==> config.mk <==
export PLATFORM = sky130hd
export DESIGN_NAME = aer_irq_reg
export DESIGN_NICKNAME = d
export VERILOG_FILES = /design/src/rtl/aer_pkg.sv /design/src/rtl/aer_rst_sync.sv /design/src/rtl/aer_resp_decode.sv /design/src/rtl/aer_status_bank.sv /design/src/rtl/aer_irq_gen.sv /design/src/rtl/aer_irq_reg.sv
export SDC_FILE = /design/constraint.sdc
export NUM_CORES = 1
export LEC_CHECK = 0
export ABC_CLOCK_PERIOD_IN_PS = 800
export BUFFER_PORTS_ARGS = -buffer_cell sky130_fd_sc_hd__buf_2
export CAP_MARGIN = 0
export CORE_UTILIZATION = 32
export CTS_BUF_LIST = sky130_fd_sc_hd__clkbuf_8
export DETAILED_ROUTE_END_ITERATION = 16
export HOLD_SLACK_MARGIN = 0.08
export PLACE_DENSITY = 0.77
export SETUP_SLACK_MARGIN = 0.3
export SLEW_MARGIN = 10
export SYNTH_ARGS = -nofsm -noshare
export SYNTH_HDL_FRONTEND = slang
export SYNTH_SLANG_ARGS = --single-unit
==> constraint.sdc <==
create_clock -name clk -period 0.8 [get_ports clk]
set_clock_uncertainty 0.2 [all_clocks]
set_input_delay 0.04 -clock clk [delete_from_list [all_inputs] [get_ports clk]]
set_output_delay 0.04 -clock clk [all_outputs]
set_load 0.005 [all_outputs]
==> src/rtl/aer_pkg.sv <==
package aer_pkg;
  localparam int unsigned NUM_SRC = 4;
  localparam int unsigned NUM_CH  = 2;
  localparam int unsigned RESP_W  = 2;
  localparam int unsigned REG_W   = 32;
  localparam int unsigned STAT_LSB = 0;
  localparam int unsigned REN_LSB  = 8;
  localparam int unsigned IEN_LSB  = 16;
  localparam logic [RESP_W-1:0] RESP_SLV = 2'b10;
  localparam logic [RESP_W-1:0] RESP_DEC = 2'b11;
  localparam int unsigned SRC_RD = 0;
  localparam int unsigned SRC_RS = 1;
  localparam int unsigned SRC_BD = 2;
  localparam int unsigned SRC_BS = 3;
  localparam int unsigned CH_R = 0;
  localparam int unsigned CH_B = 1;
endpackage

==> src/rtl/aer_rst_sync.sv <==
module aer_rst_sync #(
  parameter int unsigned STAGES = 2
) (
  input  logic clk,
  input  logic rst_n_i,
  output logic rst_n_o
);
  logic [STAGES-1:0] sync_q;
  logic [STAGES-1:0] sync_d;

  always_comb begin
    sync_d = {sync_q[STAGES-2:0], 1'b1};
  end

  always_ff @(posedge clk or negedge rst_n_i) begin
    if (!rst_n_i) sync_q <= '0;
    else          sync_q <= sync_d;
  end

  assign rst_n_o = sync_q[STAGES-1];
endmodule

==> src/rtl/aer_resp_decode.sv <==
module aer_resp_decode
  import aer_pkg::*;
(
  input  logic              valid_i,
  input  logic              ready_i,
  input  logic [RESP_W-1:0] resp_i,
  output logic              slv_o,
  output logic              dec_o
);
  logic beat;

  always_comb begin
    beat  = valid_i & ready_i;
    slv_o = beat & (resp_i == RESP_SLV);
    dec_o = beat & (resp_i == RESP_DEC);
  end
endmodule

==> src/rtl/aer_status_bank.sv <==
module aer_status_bank
  import aer_pkg::*;
(
  input  logic               clk,
  input  logic               rst_n,
  input  logic [NUM_SRC-1:0] det_i,
  input  logic               wr_i,
  input  logic [REG_W-1:0]   wdata_i,
  output logic [NUM_SRC-1:0] status_o,
  output logic [NUM_SRC-1:0] ren_o,
  output logic [NUM_SRC-1:0] ien_o
);
  logic [NUM_SRC-1:0] status_q, status_d;
  logic [NUM_SRC-1:0] ren_q, ren_d;
  logic [NUM_SRC-1:0] ien_q, ien_d;
  logic [NUM_SRC-1:0] clr;
  logic               status_en;

  always_comb begin
    clr       = wr_i ? wdata_i[STAT_LSB +: NUM_SRC] : '0;
    status_d  = (status_q & ~clr) | (det_i & ren_q);
    status_en = wr_i | (|(det_i & ren_q));
    ren_d     = wdata_i[REN_LSB +: NUM_SRC];
    ien_d     = wdata_i[IEN_LSB +: NUM_SRC];
  end

  always_ff @(posedge clk or negedge rst_n) begin
    if (!rst_n) begin
      status_q <= '0;
      ren_q    <= '0;
      ien_q    <= '0;
    end else begin
      if (status_en) status_q <= status_d;
      if (wr_i) begin
        ren_q <= ren_d;
        ien_q <= ien_d;
      end
    end
  end

  assign status_o = status_q;
  assign ren_o    = ren_q;
  assign ien_o    = ien_q;

  for (genvar i = 0; i < NUM_SRC; i++) begin : g_chk

    a_r4_no_record_disabled: assert property (@(posedge clk) disable iff (!rst_n)
      (!status_q[i] && !ren_q[i]) |=> !status_q[i]);

    a_r6_set_wins: assert property (@(posedge clk) disable iff (!rst_n)
      (det_i[i] && ren_q[i]) |=> status_q[i]);

    a_r5_sticky: assert property (@(posedge clk) disable iff (!rst_n)
      (status_q[i] && !(wr_i && wdata_i[STAT_LSB+i])) |=> status_q[i]);
  end
endmodule

==> src/rtl/aer_irq_gen.sv <==
module aer_irq_gen
  import aer_pkg::*;
(
  input  logic               clk,
  input  logic               rst_n,
  input  logic [NUM_SRC-1:0] status_i,
  input  logic [NUM_SRC-1:0] ien_i,
  output logic               irq_o
);
  logic irq_q, irq_d;

  always_comb irq_d = |(status_i & ien_i);

  always_ff @(posedge clk or negedge rst_n) begin
    if (!rst_n) irq_q <= 1'b0;
    else        irq_q <= irq_d;
  end

  assign irq_o = irq_q;


  a_r8_irq_rise: assert property (@(posedge clk) disable iff (!rst_n)
    (|(status_i & ien_i)) |=> irq_o);
  a_r8_irq_quiet: assert property (@(posedge clk) disable iff (!rst_n)
    !(|(status_i & ien_i)) |=> !irq_o);
endmodule

==> src/rtl/aer_irq_reg.sv <==
module aer_irq_reg
  import aer_pkg::*;
(
  input  logic              clk,
  input  logic              rst_n,
  input  logic              b_valid,
  input  logic              b_ready,
  input  logic [RESP_W-1:0] b_resp,
  input  logic              r_valid,
  input  logic              r_ready,
  input  logic [RESP_W-1:0] r_resp,
  input  logic              reg_wr,
  input  logic [REG_W-1:0]  reg_wdata,
  output logic [REG_W-1:0]  reg_rdata,
  output logic              irq_o
);
  logic                   rst_n_s;
  logic [NUM_CH-1:0]      ch_valid, ch_ready, ch_slv, ch_dec;
  logic [RESP_W-1:0]      ch_resp [NUM_CH];
  logic [NUM_SRC-1:0]     det, status, ren, ien;

  aer_rst_sync #(.STAGES(2)) i_rst_sync (
    .clk(clk), .rst_n_i(rst_n), .rst_n_o(rst_n_s)
  );

  always_comb begin
    ch_valid[CH_R] = r_valid;
    ch_ready[CH_R] = r_ready;
    ch_resp[CH_R]  = r_resp;
    ch_valid[CH_B] = b_valid;
    ch_ready[CH_B] = b_ready;
    ch_resp[CH_B]  = b_resp;
  end

  for (genvar c = 0; c < NUM_CH; c++) begin : g_ch
    aer_resp_decode i_dec (
      .valid_i(ch_valid[c]), .ready_i(ch_ready[c]), .resp_i(ch_resp[c]),
      .slv_o(ch_slv[c]), .dec_o(ch_dec[c])
    );
  end

  always_comb begin
    det         = '0;
    det[SRC_RD] = ch_dec[CH_R];
    det[SRC_RS] = ch_slv[CH_R];
    det[SRC_BD] = ch_dec[CH_B];
    det[SRC_BS] = ch_slv[CH_B];
  end

  aer_status_bank i_bank (
    .clk(clk), .rst_n(rst_n_s), .det_i(det), .wr_i(reg_wr),
    .wdata_i(reg_wdata), .status_o(status), .ren_o(ren), .ien_o(ien)
  );

  aer_irq_gen i_irq (
    .clk(clk), .rst_n(rst_n_s), .status_i(status), .ien_i(ien), .irq_o(irq_o)
  );

  always_comb begin
    reg_rdata = '0;
    reg_rdata[STAT_LSB +: NUM_SRC] = status;
    reg_rdata[REN_LSB  +: NUM_SRC] = ren;
    reg_rdata[IEN_LSB  +: NUM_SRC] = ien;
  end


  a_r2_reserved_zero: assert property (@(posedge clk) disable iff (!rst_n_s)
    (reg_rdata[31:20] == '0) && (reg_rdata[15:12] == '0) && (reg_rdata[7:4] == '0));

  a_r3_no_beat_no_set: assert property (@(posedge clk) disable iff (!rst_n_s)
    (!(r_valid && r_ready) && !(b_valid && b_ready) && !reg_wr) |=> $stable(status));
endmodule

==> flow_summary_export.csv, run 1 <==
group,metric,value,unit
logic_synthesis,synth_cell_types,10,
die,io_pins,76,
sta,max_freq,0.9710,GHz
layout,final_common_cell,"buf_2",
setup_path,critPathLaunchType,"flip-flop",
global_routing,grt_pass1_wl,2063,um
setup_path,crit_family,"flip-flops",
setup_path,worst_setup_path_end_kind,"output port",
route,drtPass1Iterations,1,
logic_synthesis,synth-simple-area-share,0.04296,
route,viasPerCell,4.190,
min_path,holdCritPathClass,"primary input to async pin",
layout,drive_gt1_frac,0.4848,
logic_synthesis,syn_area_per_cell,11.94,um^2
setup_path,cp_cell_sequence,"buf_2",
placed_design,gp_congestion,0.6586,
setup_path,timing.rr.start,"i_bank.ren_o[2]",
logic_synthesis,synth_fa_ha_area_frac,0,
route,ant_nets,0,
global_routing,track_usage,0.1134,
setup_path,cp_slowest_cell,"dfrtp_1",
logic_synthesis,yosysTopAreaCell,"dfrtp_1",
global_routing,antenna_found_initial,0,
status,violations,"hold timing, setup timing",
placed_design,hpwl,1058,um
sta,fin_tns_setup,-4597,ps
logic_synthesis,synth_top_cells_by_area,"dfrtp_1 52%, buf_4 21%, mux2_2 12%, a32o_1 5.5%, nand2_1 2.6%",
layout,post-route-util,0.4473,
setup_path,setup.worst_path.class,"flip-flop to output port",
setup_path,cp-startpoint,"i_bank.status_o[3]",
sta,report.final.slew_viol_count,0,
route,finalWirelength,1290,um
pwr,p_leak,0.0005099,uW
clocking,cts_tree,"done",
layout,n_fill_cell,218,
sta,rsz0062_at_grt,"true",
sta,period_needed,1030,ps
pwr,power_density,1894,nW/um^2
sta,min_period_over_period,1.287,
logic_synthesis,synth_top_family_by_area,"buffers and inverters",
placed_design,port_buffers,35,
logic_synthesis,synth_area,728.2,um^2
die,fp.dieH,49.71,um
setup_path,critPathMaxFanout,3,
pwr,pwr-share-comb,0.152,
sta,timing.final.ws_setup,-229.8,ps
status,outcome,"finished with violations",
die,num_rows,16,
pwr,irDropWorstVdd,0.001228,V
die,core-area,2042,um^2
clocking,clk-insertion-delay-late,240,ps
layout,nNetsFinal,143,
setup_path,path_buf_inv,1,
logic_synthesis,synth_compound_area_frac,0.07560,
setup_path,crit_cells,1,
die,start_util,0.3566,
clocking,clk_pin_slew_worst_paths,60,ps
clocking,cts.sinks,15,
clocking,cts_made_buffers,3,
route,avgRoutedWirePerCell,10.24,um
pwr,p_int,1318,uW
sta,timing.hold.ws,-630.4,ps
global_routing,grt_pass1_vias,474,
clocking,root_buffer,"clkbuf_8",
clocking,post_cts_resized,0,
logic_synthesis,synth_top_area_frac,0.5155,
pwr,p_clk_frac,0.341,
pwr,p_switching,412.7,uW
logic_synthesis,synthCells,61,
layout,num_antenna_cells,0,
global_routing,grt_max_degree,14,
die,die-area,2471,um^2
pwr,pwr-share-seq,0.507,
route,vias,528,
setup_path,worstPathArrival,790,ps
die,die_w,49.71,um
route,drtIter0Drc,0,
setup_path,required,560,ps
logic_synthesis,synth-xor-area-share,0,
logic_synthesis,yosysSeqAreaShare,0.5155,
setup_path,timing.rr.end,"i_bank.ren_o[2]",
clocking,clock_path_buffers,2,
setup_path,rr_worst_depth,1,
logic_synthesis,synth.ff_latch_count,15,
global_routing,gr-total-overflow,0,
layout,syn_to_final_growth,25.43,%
run,drv_cap,0,
pwr,switching_share,0.2385,
layout,layout_common_cells,"35 x buf_2, 21 x conb_1, 14 x dfrtp_1",
sta,hold_viol,27,
setup_path,reg2reg_slack,-170,ps
logic_synthesis,yosysWarnings,0,
sta,setup_viol,26,
setup_path,max_stage_delay,410,ps
logic_synthesis,synth.area.mux_share,0.1237,
route,route.detailed.drc,0,
clocking,h-tree-depth,1,
[per-layer routing]
metal	wire length [um]	GRT usage
met1	499	0.1184
met2	656	0.2005
met3	134	0.03704
met5	0	0
met4	0	0.05714
[cells by family after synthesis]
family,count (synthesis)
buf+inv,23
simple gates,7
mux,8
compound gates,6
flops,15
other cells,2
[repair_timing]
| item | in CTS | in global routing |
|---|---|---|
| setup buffers | 1 | 0 |
| endpoints found under the setup margin | 40 | 40 |
| gates cloned | 0 | 0 |
| hold endpoints to repair | 27 | 27 |
| pin swaps | 4 | 1 |
[layout make-up]
type,count,area [um^2],share of cell area
clock inverter,1,3.754,0.004110
sequential,15,376.6,0.4123
clock buffer,3,41.29,0.04521
timing repair buffer,36,195.2,0.2137
tap,27,33.78,0.03699
multi-input combinational,42,255.2,0.2795
inverter,2,7.507,0.008219
[power groups by stage]
| stage | clock [uW] | sequential, uW | combinational (uW) |
|---|---|---|---|
| finish | 590 | 878 | 263 |
| detailed placement | 0 | 904 | 244 |
| global placement | 0 | 899 | 237 |
| CTS | 610 | 879 | 268 |
| floorplan | 0 | 901 | 178 |
| global route | 643 | 888 | 291 |
[worst max-delay path by stage]
stage and end:
6_report reg_rdata[3], 5_1_grt reg_rdata[0], 4_1_cts reg_rdata[3], 3_5_place_dp i_bank.ren_o[0], 3_3_place_gp i_bank.ien_o[2], 2_1_floorplan i_bank.ien_o[0]
[cell usage after synthesis]
library cell  number
a22oi_1            2
dfrtp_1           15
conb_1             2
a32o_1             4
buf_4             20
inv_1              2
mux2_2             8
nand2_1            5
and3_1             2
buf_6              1
[state kept, by name, summed over array words and instances (netlist names)]
name	count
i_bank.ien_o	4
i_bank.ren_o	4
i_rst_sync.sync_q	2
i_irq.irq_o	1
i_bank.status_o	4
[through the flow]
step	power (uW)	cells	instance area, um^2	worst slack (ps)	hold slack [ps]
after floorplan	1079	80	800.8	-153.4	-455.6
after global placement	1136	121	848.3	-162.2	-374.3
after detailed placement	1148	121	848.3	-179.9	-372.0
after CTS	1758	126	913.4	-242.2	-637.3
after global routing	1822	126	913.4	-248.9	-640.8
final	1730	126	913.4	-229.8	-630.4
Power figures use the tool's default switching activity.
==> run 2: changes to the inputs <==
--- a/config.mk
+++ b/config.mk
@@ -9,7 +9,7 @@
 export BUFFER_PORTS_ARGS = -buffer_cell sky130_fd_sc_hd__buf_2
 export CAP_MARGIN = 0
 export CORE_UTILIZATION = 32
-export CTS_BUF_LIST = sky130_fd_sc_hd__clkbuf_8
+export CTS_BUF_LIST = sky130_fd_sc_hd__clkbuf_4 sky130_fd_sc_hd__clkbuf_8
 export DETAILED_ROUTE_END_ITERATION = 16
 export HOLD_SLACK_MARGIN = 0.08
 export PLACE_DENSITY = 0.77
==> run 2 against run 1 <==
  * The run still ends with hold timing, setup timing left
  * Maximum frequency is 3.0% lower
  * Global-route usage is 0.39 points higher
  * Clock-buffer cell count is 1 higher
==> flow_summary_export.csv, run 2 (same netlist as run 1, synthesis figures left out) <==
group,metric,value,unit
setup_path,max_stage_delay,410,ps
route,viasPerCell,4.211,
sta,fin_tns_setup,-5381,ps
setup_path,path_buf_inv,1,
die,num_rows,16,
clocking,clk-insertion-delay-late,280,ps
layout,n_fill_cell,220,
global_routing,busiest_layer,"met2",
pwr,power_density,1762,nW/um^2
setup_path,required,560,ps
sta,max_freq,0.9417,GHz
die,die_w,49.71,um
sta,min_period_over_period,1.327,
route,drtPass1Iterations,1,
clocking,h-tree-depth,1,
setup_path,critPathLaunchType,"flip-flop",
setup_path,cp_slowest_cell,"dfrtp_1",
setup_path,crit_family,"flip-flops",
global_routing,use_met3,0.03704,
layout,final_cell_count_no_fill,128,
clocking,clk_pin_slew_worst_paths,80,ps
die,fp.dieH,49.71,um
status,violations,"hold timing, setup timing",
layout,fin_area,917.1,um^2
setup_path,setup.worst_path.class,"flip-flop to output port",
layout,nNetsFinal,145,
status,outcome,"finished with violations",
clocking,cts_made_buffers,3,
setup_path,worstPathArrival,820,ps
clocking,cts.sinks,15,
global_routing,antenna_found_initial,0,
sta,hold_viol,27,
sta,rsz0062_at_grt,"true",
die,die-area,2471,um^2
run,drv_cap,0,
setup_path,cp_cell_sequence,"buf_2",
clocking,cts_tree,"done",
placed_design,pre_cts_slack,-179.9,ps
global_routing,gr-total-overflow,0,
global_routing,grt_pass1_vias,498,
sta,period_needed,1062,ps
die,core-area,2042,um^2
placed_design,dp_cells,121,
setup_path,worst_setup_path_end_kind,"output port",
global_routing,grt_max_degree,14,
route,vias,539,
layout,drive_gt1_frac,0.5050,
sta,report.final.slew_viol_count,0,
layout,syn_to_final_growth,25.95,%
clocking,root_buffer,"clkbuf_4",
route,avgRoutedWirePerCell,10.25,um
global_routing,grt_pass1_wl,2166,um
placed_design,port_buffers,35,
layout,num_antenna_cells,0,
die,start_util,0.3566,
placed_design,placed_area,848.3,um^2
pwr,p_leak,0.0005124,uW
setup_path,critPathMaxFanout,3,
clocking,clock_path_buffers,2,
layout,final_common_cell,"buf_2",
sta,timing.hold.ws,-675.9,ps
global_routing,gr-usage-met1,0.1184,
global_routing,track_usage,0.1173,
route,finalWirelength,1312,um
placed_design,hpwl,1058,um
pwr,irDropWorstVdd,0.001049,V
layout,layout_common_cells,"35 x buf_2, 21 x conb_1, 14 x dfrtp_1",
sta,setup_viol,26,
die,io_pins,76,
route,ant_nets,0,
route,drtIter0Drc,0,
route,route.detailed.drc,0,
placed_design,gp_congestion,0.6586,
sta,timing.final.ws_setup,-262.0,ps
min_path,holdCritPathClass,"primary input to async pin",
global_routing,grt_use_met2,0.2140,
-- run 2: layout make-up --
class,count,area [um^2],area share
sequential,15,376.6,0.4106
multi-input combinational,42,255.2,0.2783
timing repair buffer,38,214.0,0.2333
tap,27,33.78,0.03683
clock buffer,4,30.03,0.03274
inverter,2,7.507,0.008186
-- run 2: what timing repair did --
action / CTS / global route
buffers inserted: 3 / 0
pin swaps: 4 / 1
setup endpoints to repair: 40 / 40
endpoints found under the hold margin: 27 / 27
resized for setup: 1 / 0
-- run 2: power breakdown --
| part | switching [uW] | internal (uW) |
|---|---|---|
| logic | 120 | 161 |
| registers | 45.8 | 829 |
| clock network | 234 | 228 |
| total | 399 | 1220 |
-- run 2: worst paths after layout --
| kind | slack (ps) | cells after the start | end | from |
|---|---|---|---|---|
| worst min register to register | -20 | 1 | i_bank.ien_o[2] | i_rst_sync.sync_q[1] |
| min in group clk | -210 | 2 | i_bank.ien_o[1] | reg_wdata[17] |
| worst max register to register | -230 | 3 | i_irq.irq_o | i_bank.status_o[3] |
| worst max-delay path | -260 | 1 | reg_rdata[2] | i_bank.status_o[2] |
| max in group asynchronous | 310 | 1 | i_bank.status_o[0] | i_rst_sync.sync_q[1] |
| worst min-delay path | -680 | 1 | i_rst_sync.sync_q[1] | rst_n |
-- run 2: stage by stage --
| stage | utilization | hold WS, ps | total power (uW) |
|---|---|---|---|
| floorplan | - | -455.6 | 1079 |
| global placement | 0.4154 | -374.3 | 1136 |
| detailed placement | 0.4154 | -372.0 | 1148 |
| CTS | 0.4491 | -684.3 | 1643 |
| global route | 0.4491 | -694.0 | 1715 |
| finish | 0.4491 | -675.9 | 1616 |
-- run 2: per-layer routing --
| layer | vias up | wire length (um) |
|---|---|---|
| met1 | 252 | 480 |
| met3 | 2 | 140 |
| met4 | 0 | 13 |
| met2 | 41 | 678 |
| met5 | - | 0 |
| li1 | 244 | - |
==> run 3: changes to the inputs <==
--- a/config.mk
+++ b/config.mk
@@ -8,6 +8,7 @@
 export ABC_CLOCK_PERIOD_IN_PS = 800
 export BUFFER_PORTS_ARGS = -buffer_cell sky130_fd_sc_hd__buf_2
 export CAP_MARGIN = 0
+export CORE_ASPECT_RATIO = 0.6
 export CORE_UTILIZATION = 32
 export CTS_BUF_LIST = sky130_fd_sc_hd__clkbuf_4 sky130_fd_sc_hd__clkbuf_8
 export DETAILED_ROUTE_END_ITERATION = 16
==> constraint.sdc (replaced) <==
create_clock -name clk -period 0.8 [get_ports clk]
set_clock_uncertainty 0.2 [all_clocks]
set_input_delay 0.04 -clock clk [delete_from_list [all_inputs] [get_ports clk]]
set_output_delay 0.04 -clock clk [all_outputs]
set_load 0.02 [all_outputs]
==> run 3 against run 2 <==
  * The run still ends with hold timing, setup timing left
  * Maximum frequency increased by 1.0%
  * Die area increased by 0.24%
  * Clock power increased by 38%
  * Global-route usage increased by 1.1 points
  * Sequential power increased by 4.2%
  * Total power increased by 28%
  * Non-clock buffer count increased by 2
  * Largest power group unchanged
  * Routed wire length increased by 7.8%
  * Utilization increased by 9.8 points
  * Combinational power increased by 88%
  * Sequential cell count unchanged
  * Critical path type unchanged
  * Via count increased by 1.9%
==> flow_summary_export.csv, run 3 (same netlist as run 1, synthesis figures left out) <==
group,metric,value,unit
pwr,irDropWorstVdd,0.001289,V
pwr,power_density,1896,nW/um^2
clocking,clk-insertion-delay-late,250,ps
setup_path,critPathMaxFanout,3,
placed_design,gp_congestion,0.6537,
run,drv_cap,0,
setup_path,cp_cell_sequence,"buf_6",
pwr,power,2073,uW
clocking,clock_path_buffers,2,
global_routing,grt_max_degree,13,
sta,rsz0062_at_grt,"true",
layout,nNetsFinal,147,
setup_path,critPathLaunchType,"flip-flop",
layout,layout_common_cells,"22 x buf_2, 21 x conb_1, 15 x buf_6",
sta,period_needed,1051,ps
placed_design,dp_cells,122,
clocking,clk_pin_slew_worst_paths,60,ps
sta,min_period_over_period,1.314,
layout,syn_to_final_growth,50.17,%
pwr,pwr-share-seq,0.440,
setup_path,max_stage_delay,430,ps
status,violations,"hold timing, setup timing",
setup_path,crit_family,"flip-flops",
die,die_w,63.59,um
clocking,cts.sinks,15,
setup_path,path_buf_inv,1,
sta,hold_viol,14,
pwr,p_leak,0.0005553,uW
clocking,root_buffer,"clkbuf_8",
sta,setup_viol,26,
setup_path,required,560,ps
route,drtIter0Drc,5,
die,fp.dieH,38.95,um
pwr,p_int,1492,uW
die,num_rows,12,
layout,n_fill_cell,177,
global_routing,gr-total-overflow,0,
sta,timing.final.ws_setup,-251.0,ps
die,core-area,1997,um^2
setup_path,cp_slowest_cell,"dfrtp_2",
route,vias,549,
clocking,cts_made_buffers,3,
setup_path,worstPathArrival,810,ps
status,outcome,"finished with violations",
route,avgRoutedWirePerCell,10.79,um
setup_path,worst_setup_path_end_kind,"output port",
pwr,pwr-share-comb,0.254,
route,ant_nets,0,
pwr,p_switching,580.5,uW
layout,final_cell_count_no_fill,131,
layout,drive_gt1_frac,0.6408,
pwr,switching_share,0.2800,
sta,timing.hold.ws,-635.4,ps
global_routing,grt_pass1_vias,485,
global_routing,antenna_found_initial,0,
die,start_util,0.3647,
route,drtPass1Iterations,4,
die,io_pins,76,
clocking,cts_tree,"done",
placed_design,port_buffers,35,
placed_design,hpwl,1053,um
route,route.detailed.drc,0,
layout,num_antenna_cells,0,
pwr,p_clk_frac,0.306,
route,viasPerCell,4.191,
setup_path,setup.worst_path.class,"flip-flop to output port",
route,finalWirelength,1414,um
global_routing,grt_pass1_wl,2180,um
sta,max_freq,0.9515,GHz
layout,final_common_cell,"buf_2",
min_path,holdCritPathClass,"primary input to async pin",
die,die-area,2477,um^2
global_routing,track_usage,0.1285,
clocking,h-tree-depth,1,
sta,report.final.slew_viol_count,0,
==> run 3: repair_timing <==
| action | 4_1_cts | 5_1_grt |
|---|---|---|
| setup buffers | 4 | 0 |
| resized for setup | 30 | 1 |
| pin swaps | 6 | 1 |
| gates cloned | 1 | 0 |
| endpoints found under the setup margin | 40 | 40 |
| hold endpoints to repair | 20 | 14 |
==> run 3: cell type report <==
cell class	count	area [um^2]	share of cell area
clock buffer	4	48.80	0.04462
sequential	15	391.6	0.3581
timing repair buffer	40	346.6	0.3169
inverter	2	7.507	0.006865
tap	28	35.03	0.03204
multi-input combinational	42	264.0	0.2414
==> run 3: layer usage <==
metal	routed length, um	track usage	vias to the layer above
li1	-	-	248
met1	564	0.1354	262
met2	700	0.2181	34
met3	117	0.05588	5
met4	32	0.08523	0
met5	0	0	-
==> run 3: power by group through the flow <==
stage	Combinational, uW	Clock [uW]	Sequential, uW
6_report	527	634	912
5_1_grt	561	699	920
4_1_cts	527	638	910
3_5_place_dp	384	0	914
3_3_place_gp	378	0	910
2_1_floorplan	243	0	989
==> run 3: path summary, 6_finish.rpt <==
kind	start	to	slack, ps	depth (start not counted)
max	i_bank.status_o[3]	reg_rdata[3]	-250	1
min	rst_n	i_rst_sync.sync_q[0]	-640	1
max reg2reg	i_bank.ren_o[2]	i_bank.ren_o[2]	-220	1
min reg2reg	i_rst_sync.sync_q[1]	i_bank.ren_o[2]	80	2
max in group asynchronous	i_rst_sync.sync_q[1]	i_bank.ien_o[3]	200	2
min in group clk	reg_wdata[9]	i_bank.ren_o[1]	-180	2
==> run 3: metrics by stage <==
stage / setup slack [ps] / hold WS, ps / setup TNS [ps] / cell area, um^2 / utilization
final: -251.0 / -635.4 / -5467 / 1094 / 0.5476
after global placement: -172.9 / -374.1 / -2043 / 864.6 / 0.4330
after detailed placement: -189.4 / -371.3 / -2243 / 864.6 / 0.4330
after floorplan: -220.6 / -455.6 / -2776 / 815.8 / -
after global routing: -274.8 / -642.9 / -6006 / 1094 / 0.5476
after CTS: -252.2 / -632.8 / -5483 / 1090 / 0.5457
